$ cat src/rtl/i2c_own_addr_match.sv
module i2c_own_addr_match #(
  parameter int unsigned AW = 8
) (
  input  logic          clk,
  input  logic          rst_n,
  input  logic          wr_en,
  input  logic [AW-1:0] wr_data,
  input  logic          ten_bit_mode,
  input  logic          start_det,
  input  logic          stop_det,
  input  logic [AW-1:0] rx_byte,
  input  logic          rx_valid,
  output logic [AW-1:0] own_addr,
  output logic          addr_match
);

  logic          armed;
  logic          hit;
  logic [AW-1:0] addr_nxt;

  assign hit = ten_bit_mode ? (rx_byte == own_addr)
                            : (rx_byte[AW-1:1] == own_addr[AW-1:1]);

  assign addr_nxt[AW-1:1] = wr_en ? wr_data[AW-1:1] : own_addr[AW-1:1];
  assign addr_nxt[0]      = stop_det ? 1'b0 : (wr_en ? wr_data[0] : own_addr[0]);

  always_ff @(posedge clk or negedge rst_n) begin
    if (!rst_n) own_addr <= '0;
    else        own_addr <= addr_nxt;
  end

  always_ff @(posedge clk or negedge rst_n) begin
    if (!rst_n)         armed <= 1'b0;
    else if (start_det) armed <= 1'b1;
    else if (stop_det)  armed <= 1'b0;
    else if (rx_valid)  armed <= 1'b0;
  end

  always_ff @(posedge clk or negedge rst_n) begin
    if (!rst_n)                         addr_match <= 1'b0;
    else if (start_det || stop_det)     addr_match <= 1'b0;
    else if (armed && rx_valid && hit)  addr_match <= 1'b1;
  end

  AST_WRITE_LOAD: assert property (@(posedge clk) disable iff (!rst_n)
    (wr_en && !stop_det) |=> own_addr == $past(wr_data));

  AST_MATCH_7B: assert property (@(posedge clk) disable iff (!rst_n)
    (armed && rx_valid && !start_det && !stop_det && !ten_bit_mode &&
     rx_byte[AW-1:1] == own_addr[AW-1:1]) |=> addr_match);

  AST_NOMATCH_10B: assert property (@(posedge clk) disable iff (!rst_n)
    (armed && rx_valid && ten_bit_mode && rx_byte != own_addr && !addr_match)
    |=> !addr_match);

  AST_STOP_CLR_RW: assert property (@(posedge clk) disable iff (!rst_n)
    stop_det |=> (own_addr[0] == 1'b0));

  AST_STOP_KEEP_ADDR: assert property (@(posedge clk) disable iff (!rst_n)
    (stop_det && !wr_en) |=> $stable(own_addr[AW-1:1]));

  AST_FRAME_CLR: assert property (@(posedge clk) disable iff (!rst_n)
    (start_det || stop_det) |=> !addr_match);

  AST_LATE_HOLD: assert property (@(posedge clk) disable iff (!rst_n)
    (!armed && !start_det && !stop_det) |=> $stable(addr_match));

endmodule

$ cat config.mk
export PLATFORM = sky130hd
export DESIGN_NAME = i2c_own_addr_match
export DESIGN_NICKNAME = d
export VERILOG_FILES = /design/src/rtl/i2c_own_addr_match.sv
export SDC_FILE = /design/constraint.sdc
export NUM_CORES = 1
export LEC_CHECK = 0
export BUFFER_PORTS_ARGS = -buffer_cell sky130_fd_sc_hd__buf_2
export CAP_MARGIN = 40
export CORE_MARGIN = 2
export CORE_UTILIZATION = 35
export CTS_CLUSTER_DIAMETER = 50
export CTS_CLUSTER_SIZE = 12
export DETAILED_ROUTE_END_ITERATION = 8
export PLACE_DENSITY = 0.69
export SLEW_MARGIN = 20
export SYNTH_ARGS = -nofsm -noshare
export SYNTH_HDL_FRONTEND = slang
export SYNTH_SLANG_ARGS = --single-unit
export TNS_END_PERCENT = 10
$ cat constraint.sdc
create_clock -name clk -period 1 [get_ports clk]
set_input_delay 0.05 -clock clk [delete_from_list [all_inputs] [get_ports clk]]
set_output_delay 0.05 -clock clk [all_outputs]
set_load 0.01 [all_outputs]
## Word level (Yosys, flattened, before mapping)

Cells that the tools add are included.

- Eq/ne operators: 2
- Muxes and demuxes: 8
- Reduce and logical (&&, ||, !) cells: 6

Operator list:

| operator | number |
|---|---|
| 8-bit == test | 1 |
| 1-bit two-way mux | 8 |
| 7-bit == test | 1 |
| 2-bit nonzero test | 2 |
| 3-bit nonzero test | 1 |
| 1-bit logical AND | 2 |
| 1-bit logical OR | 1 |

- Flip-flop bits (word level): 10
- Input port bits: 23
- Output and inout bits: 9
- Logic and storage cells: 20

## Logic depth before layout (Yosys ltp)

Gate-level depths: netlist of the first run.

- Word-level depth: 5
- Gate-level depth with buffers: 3

## Worst setup path before layout of the first run

Ideal clock, no wire load.

- Path type: register to register
- From: register own_addr[0]
- To: register addr_match
- Library setup time: 0.095 ns
- Arrival time: 0.911 ns
- Path slack: -0.006 ns
- Stages on the path, launching flop included: 4
- Buffers on the path: 0
- Cells stage by stage: dfrtp_1 -> xor2_1 -> and2_0 -> o31ai_1

- Cells in the longest elaborated chain, start to end: 4

Ends and longest elaborated chain:

| element | line | source |
|---|---|---|
| start: declaration | 13 | `output logic [AW-1:0] own_addr,` |
| start signal: assignment | 29 | `else own_addr <= addr_nxt;` |
| 8-bit == test | 21 | `assign hit = ten_bit_mode ? (rx_byte == own_addr)` |
| 1-bit two-way mux | 21 |  |
| 1-bit logical AND | 42 | `else if (armed && rx_valid && hit) addr_match <= 1'b1;` |
| 2-bit nonzero test (no source line) | - |  |
| end signal: assignment | 40 | `if (!rst_n) addr_match <= 1'b0;` |
| end signal: assignment | 41 | `else if (start_det \|\| stop_det) addr_match <= 1'b0;` |
| end signal: assignment | 42 |  |
| end: declaration | 14 | `output logic addr_match` |

No other way between the ends.
A chain may end at the register's enable or synchronous reset.

## Worst setup path after layout of the first run

Same ends and word-level chain as after synthesis.

==> results of run 1 <==
## power breakdown
part	switching (mW)	internal [mW]
logic	0.0898	0.145
registers	0.0267	0.438
clock network	0.138	0.221
## flip-flops by register name (all words and copies together), names as in the netlist
register,cells
addr_match,1
armed,1
own_addr,8
## cell type report
| cell class | count | area share [%] |
|---|---|---|
| flip-flops and latches | 10 | 32.84 |
| multi-input cells | 26 | 30.87 |
| well taps | 15 | 2.463 |
| repair buffers | 38 | 29.06 |
| clock buffers | 4 | 4.762 |
## worst reg2reg max path: stages, from the launching register on
cell	delay, ns
dfrtp_1	0.39
xor2_1	0.16
and2_1	0.16
o31ai_2	0.19
## cell usage after synthesis (all sizes together)
| cell type | number | area, um^2 |
|---|---|---|
| nor3b | 1 | 7.510 |
| o31ai | 1 | 7.510 |
| and2 | 1 | 6.260 |
| nand2 | 1 | 3.750 |
| and4bb | 1 | 12.51 |
| xnor2 | 7 | 68.82 |
| xor2 | 1 | 8.760 |
| mux2i | 1 | 10.01 |
| or2 | 1 | 6.260 |
| mux2 | 7 | 78.82 |
| buf | 1 | 5.000 |
| nand4 | 2 | 12.51 |
| nor2 | 2 | 7.510 |
| dfrtp | 10 | 250.2 |
## timing repair
action,CTS,global route
pin swaps,1,5
cloned,0,0
setup endpoints to repair,2,5
endpoints found under the hold margin,12,0
hold buffers,3,0
resized for setup,1,2
## worst min path at each step
stage          cells after the start  startpoint     endpoint  slack [ns]
5_1_grt                            2   start_det        armed       0.006
3_3_place_gp                       1       rst_n  own_addr[5]       -0.08
6_report                           2   start_det        armed        0.01
3_5_place_dp                       1       rst_n  own_addr[5]       -0.07
4_1_cts                            2   start_det        armed      0.0007
2_1_floorplan                      0       rst_n   addr_match       -0.25
## logic make-up after synthesis
family / synth area share (%)
buffers and inverters: 1.030
multiplexers: 18.30
AND/OR/NAND/NOR: 11.60
XOR/XNOR: 15.98
AO/OA/AOI/OAI: 1.547
flip-flops: 51.55
## per-layer routing
| metal | vias up | track usage [%] | share of wire (%) |
|---|---|---|---|
| li1 | 211 | - | - |
| met1 | 207 | 17.51 | 40 |
| met2 | 14 | 25.39 | 54 |
| met3 | 0 | 4.891 | 6.1 |
| met4 | 0 | 9.677 | 0 |
| met5 | - | 0 | 0 |
==> qor.txt, run 1 <==
FF-to-FF End -> addr_match
synthesized area -> 485.5 um^2
clk_skew -> 0.0003647 ns
Ys Warns -> 0
Syn Inst Count -> 37
Critical Path End -> addr_match
VDD IR max -> 786.1 uV
die width -> 41.25 um
Die Height -> 41.25 um
clock sink total -> 10
initial cell density of the core -> 37.31%
HP Class -> in -> reg
post-CTS setup buffer count -> 0
worst-path fanout max -> 2
Max-slew headroom -> 84.76%
Setup crit start -> own_addr[0]
Design Area, Final -> 762.0 um^2
Clk pin slew, worst setup/hold paths -> 0.07 ns
register area share after synthesis -> 51.55%
Max Slew Vio Count -> 0
Seq cells post-synth -> 10
placed cells -> 86
total power -> 1.058 mW
R2R Path Start -> own_addr[0]
Peak Freq -> 1009 MHz
Layout Utilization -> 58.56%
Total Neg Setup Slack -> 0 ns
gr ovfl total -> 0
RSZ-0062 raised after global routing -> true
CTS root buf -> clkbuf_4
IO buf count -> 31
CTS Buf Count -> 3
Hold Vio Cnt, Final -> 0
Hold WS -> 0.009625 ns
final wirelength -> 1050 um
CP cell instances -> xor2_1, and2_1, o31ai_2
CP max-delay cell -> dfrtp_1
MaxCap Viol Count -> 0
Routed WL per cell -> 11.29 um
worst path bufs/invs -> 0
row count -> 13
worst slew pin tran -> 0.2286 ns
outcome -> complete, no violations
iteration-0 DRC count of the detailed router -> 1
Ant. Diodes -> 0
GPL Wtd Cong -> 0.7025
DP Area -> 684.4 um^2
layout cells sized above 1 -> 60.26%
Worst path max stage delay -> 0.39 ns
First-pass DRT Iterations -> 4
vias in the first global route -> 404
number of cells on the critical path -> 3
most frequent cells in the layout -> 30 x buf_2, 10 x dfrtp_1, 6 x xnor2_1
CTS tree -> built
drt drc -> 0
commonest non-fill, non-tap cell in the layout -> buf_2
Vias -> 432
nets -> 102
worst slack at placement -> -0.001139 ns
Final Critical Period -> 0.9911 ns
htree depth -> 1
FF-to-FF setup slack -> 0.009 ns
Fill cells -> 129
boundary pin count -> 32
global-route wire length before repair -> 1628 um
CP Launch Type -> flop
clk buf depth -> 2
total global-route track usage -> 15.59%
final setup fails -> 0
static power due to leakage -> 0.3823 nW
Period Utilization, post-route -> 99.11%
Die ar. -> 1701 um^2
Final HPWL DP -> 829.6 um
CP required -> 1.18 ns
WS Path Type -> reg -> reg
largest net degree at the start of global routing -> 11
Worst-Skew Late Latency -> 0.26 ns
initial antenna violation count -> 0
synth unique cells -> 16
syn_nets -> 60
Post-Layout Cell Count -> 93
antenna-violating nets left -> 0
Placeable Area -> 1301 um^2
CP delay by family, top -> flip-flops
Critical Path AT -> 1.17 ns
area delta synth->final -> 56.96%
Final Worst Setup Slack -> 0.008925 ns
register area -> 250.2 um^2
Vias per Instance -> 4.645
worst reg2reg path depth -> 3
multi-input logic area -> 235.2 um^2
CP endpoint kind -> flop
Power Density -> 1388 nW/um^2
syn avg cell area -> 13.12 um^2
(Power assumes the default switching activity.)
==> run 2: changes to the inputs <==
--- a/config.mk
+++ b/config.mk
@@ -12,7 +12,7 @@
 export CTS_CLUSTER_DIAMETER = 50
 export CTS_CLUSTER_SIZE = 12
 export DETAILED_ROUTE_END_ITERATION = 8
-export PLACE_DENSITY = 0.69
+export PLACE_DENSITY = 0.71
 export SLEW_MARGIN = 20
 export SYNTH_ARGS = -nofsm -noshare
 export SYNTH_HDL_FRONTEND = slang
==> constraint.sdc (replaced) <==
create_clock -name clk -period 0.88 [get_ports clk]
set_input_delay 0.044 -clock clk [delete_from_list [all_inputs] [get_ports clk]]
set_output_delay 0.044 -clock clk [all_outputs]
set_load 0.01 [all_outputs]
==> qor.txt, run 2 (synthesis gave the netlist of run 1 again) <==
outcome -> finished, violations left (was complete, no violations)
failing checks -> setup timing
final setup fails -> 13 (was 0)
CP required -> 1.05 ns (was 1.18 ns)
global-route wire length before repair -> 1676 um (was 1628 um)
largest net degree at the start of global routing -> 11 (unchanged)
antenna-violating nets left -> 0 (unchanged)
Period Utilization, post-route -> 112.4% (was 99.11%)
Vias per Instance -> 4.621 (was 4.645)
worst slack at placement -> -0.1172 ns (was -0.001139 ns)
drt drc -> 0 (unchanged)
Layout Utilization -> 63.85% (was 58.56%)
Critical Path AT -> 1.15 ns (was 1.17 ns)
worst-path fanout max -> 2 (unchanged)
M1 WL -> 482 um (was 420 um)
Clk pin slew, worst setup/hold paths -> 0.07 ns (about the same)
Int Pwr -> 0.8872 mW (was 0.8034 mW)
MaxCap Viol Count -> 0 (unchanged)
Hold Vio Cnt, Final -> 0 (unchanged)
RSZ-0062 raised after global routing -> true (unchanged)
total global-route track usage -> 15.90% (was 15.59%)
Logic pwr share -> 29.5% (was 22.2%)
DP Area -> 714.4 um^2 (was 684.4 um^2)
Peak Freq -> 1011 MHz (was 1009 MHz)
worst slew pin tran -> 0.2398 ns (was 0.2286 ns)
Worst-Skew Late Latency -> 0.25 ns (was 0.26 ns)
CTS Buf Count -> 3 (unchanged)
Final Critical Period -> 0.9894 ns (was 0.9911 ns)
initial antenna violation count -> 0 (unchanged)
Top Metal Used -> met4 (was met3)
final wirelength -> 1181 um (was 1050 um)
Final HPWL DP -> 855.2 um (was 829.6 um)
Vias -> 439 (was 432)
Routed WL per cell -> 12.43 um (was 11.29 um)
Max Slew Vio Count -> 0 (unchanged)
Switch Pwr -> 0.3023 mW (was 0.2542 mW)
WL met2 -> 632 um (was 565 um)
iteration-0 DRC count of the detailed router -> 1 (unchanged)
htree depth -> 1 (unchanged)
Seq pwr share -> 44.5% (was 43.9%)
Die ar. -> 1701 um^2 (unchanged)
clock network power share -> 26.0% (was 33.9%)
CTS root buf -> clkbuf_4 (unchanged)
boundary pin count -> 32 (unchanged)
Max-slew headroom -> 84.02% (was 84.76%)
static power due to leakage -> 0.4149 nW (was 0.3823 nW)
WS Path Type -> reg -> reg (unchanged)
biggest regs -> own_addr (8), addr_match (1), armed (1) (unchanged)
Most flops, register -> own_addr (unchanged)
CP cell instances -> xor2_1, and2_1, o31ai_1 (was xor2_1, and2_1, o31ai_2)
Worst path max stage delay -> 0.40 ns (was 0.39 ns)
Design Area, Final -> 830.8 um^2 (was 762.0 um^2)
Fill cells -> 110 (was 129)
clk_skew -> 0.001409 ns (was 0.0003647 ns)
Die Height -> 41.25 um (unchanged)
VDD IR max -> 928.3 uV (was 786.1 uV)
met3 wire length -> 54 um (was 64 um)
Final Worst Setup Slack -> -0.1094 ns (was 0.008925 ns)
GPL Wtd Cong -> 0.6217 (was 0.7025)
HP Class -> in -> reg (unchanged)
gr ovfl total -> 0 (unchanged)
nets -> 105 (was 102)
initial cell density of the core -> 37.31% (unchanged)
most frequent cells in the layout -> 24 x buf_2, 13 x buf_6, 10 x dfrtp_1 (was 30 x buf_2, 10 x dfrtp_1, 6 x xnor2_1)
commonest non-fill, non-tap cell in the layout -> buf_2 (unchanged)
area delta synth->final -> 71.13% (was 56.96%)
max reg flops -> 8 (unchanged)
Ant. Diodes -> 0 (unchanged)
row count -> 13 (unchanged)
CP Launch Type -> flop (unchanged)
clk buf depth -> 2 (unchanged)
CTS tree -> built (unchanged)
First-pass DRT Iterations -> 2 (was 4)
IO buf count -> 31 (unchanged)
CP max-delay cell -> dfrtp_1 (unchanged)
clock sink total -> 10 (unchanged)
vias in the first global route -> 409 (was 404)
Power Density -> 1432 nW/um^2 (was 1388 nW/um^2)
CP endpoint kind -> flop (unchanged)
layout cells sized above 1 -> 62.50% (was 60.26%)
die width -> 41.25 um (unchanged)
Sw Ratio -> 25.41% (was 24.04%)
Placeable Area -> 1301 um^2 (unchanged)
## run 2: cell count changes in the layout (fill, tap and decap cells not counted)
cell / change
buf_4: -2
mux2_4: +2
mux2_1: -1
clkbuf_8: -1
o31ai_1: +1
mux2_2: -1
buf_2: -6
buf_6: +12
o31ai_2: -1
dlygate4sd3_1: -1
## run 2: worst paths after layout
path	startpoint	end	slack, ns	cells past startpoint
min	start_det	armed	0.008	2
max in group asynchronous	rst_n	addr_match	0.49	2
min reg2reg	addr_match	addr_match	0.48	2
min in group asynchronous	rst_n	own_addr[3]	0.20	2
max	own_addr[0]	addr_match	-0.11	3
max reg2reg	own_addr[0]	addr_match	-0.11	3
## run 2: repair_timing
action                                  CTS  global route
buffers inserted                          0             0
hold endpoints to repair                 11             0
hold buffers                              2             0
resized for setup                        14             2
endpoints found under the setup margin   14            16
pin swaps                                 1             0
## run 2: power groups by stage
| stage | registers [mW] | clock network [mW] | logic, mW |
|---|---|---|---|
| finish | 0.529 | 0.309 | 0.351 |
| global route | 0.535 | 0.329 | 0.384 |
| CTS | 0.530 | 0.314 | 0.349 |
| detailed placement | 0.534 | 0 | 0.279 |
| global placement | 0.531 | 0 | 0.276 |
| floorplan | 0.554 | 0 | 0.0998 |
## run 2: layout make-up
class | instances | area, um^2 | share of cell area, %
Clock buffer | 3 | 22.52 | 2.711
Multi-Input combinational cell | 26 | 237.7 | 28.61
Sequential cell | 10 | 250.2 | 30.12
Tap cell | 15 | 18.77 | 2.259
Timing Repair Buffer | 41 | 301.5 | 36.30
## run 2: layer usage
| metal | vias up | global-route usage [%] |
|---|---|---|
| li1 | 216 | - |
| met1 | 206 | 17.06 |
| met2 | 15 | 29.30 |
| met3 | 2 | 4.891 |
| met4 | 0 | 4.839 |
| met5 | - | 0 |
## run 2: worst max-delay path: cells and delay by family (launching register included)
kind / cells / cell delay (ns)
DFF: 1 / 0.40
AOI/OAI and AO/OA: 1 / 0.22
xor gates and xnor gates: 1 / 0.14
and+or+nand+nor: 1 / 0.14
## run 2: metrics by stage
| stage | setup TNS [ns] | instances | hold WS, ns | power [mW] |
|---|---|---|---|---|
| 6_report | -0.5474 | 95 | 0.008210 | 1.189 |
| 5_1_grt | -1.006 | 95 | 0.01927 | 1.248 |
| 4_1_cts | -0.6066 | 95 | 0.005943 | 1.192 |
| 3_5_place_dp | -0.1588 | 90 | -0.07985 | 0.8131 |
| 3_3_place_gp | -0.1073 | 90 | -0.08258 | 0.8070 |
| 2_1_floorplan | -0.07084 | 37 | -0.2516 | 0.6540 |
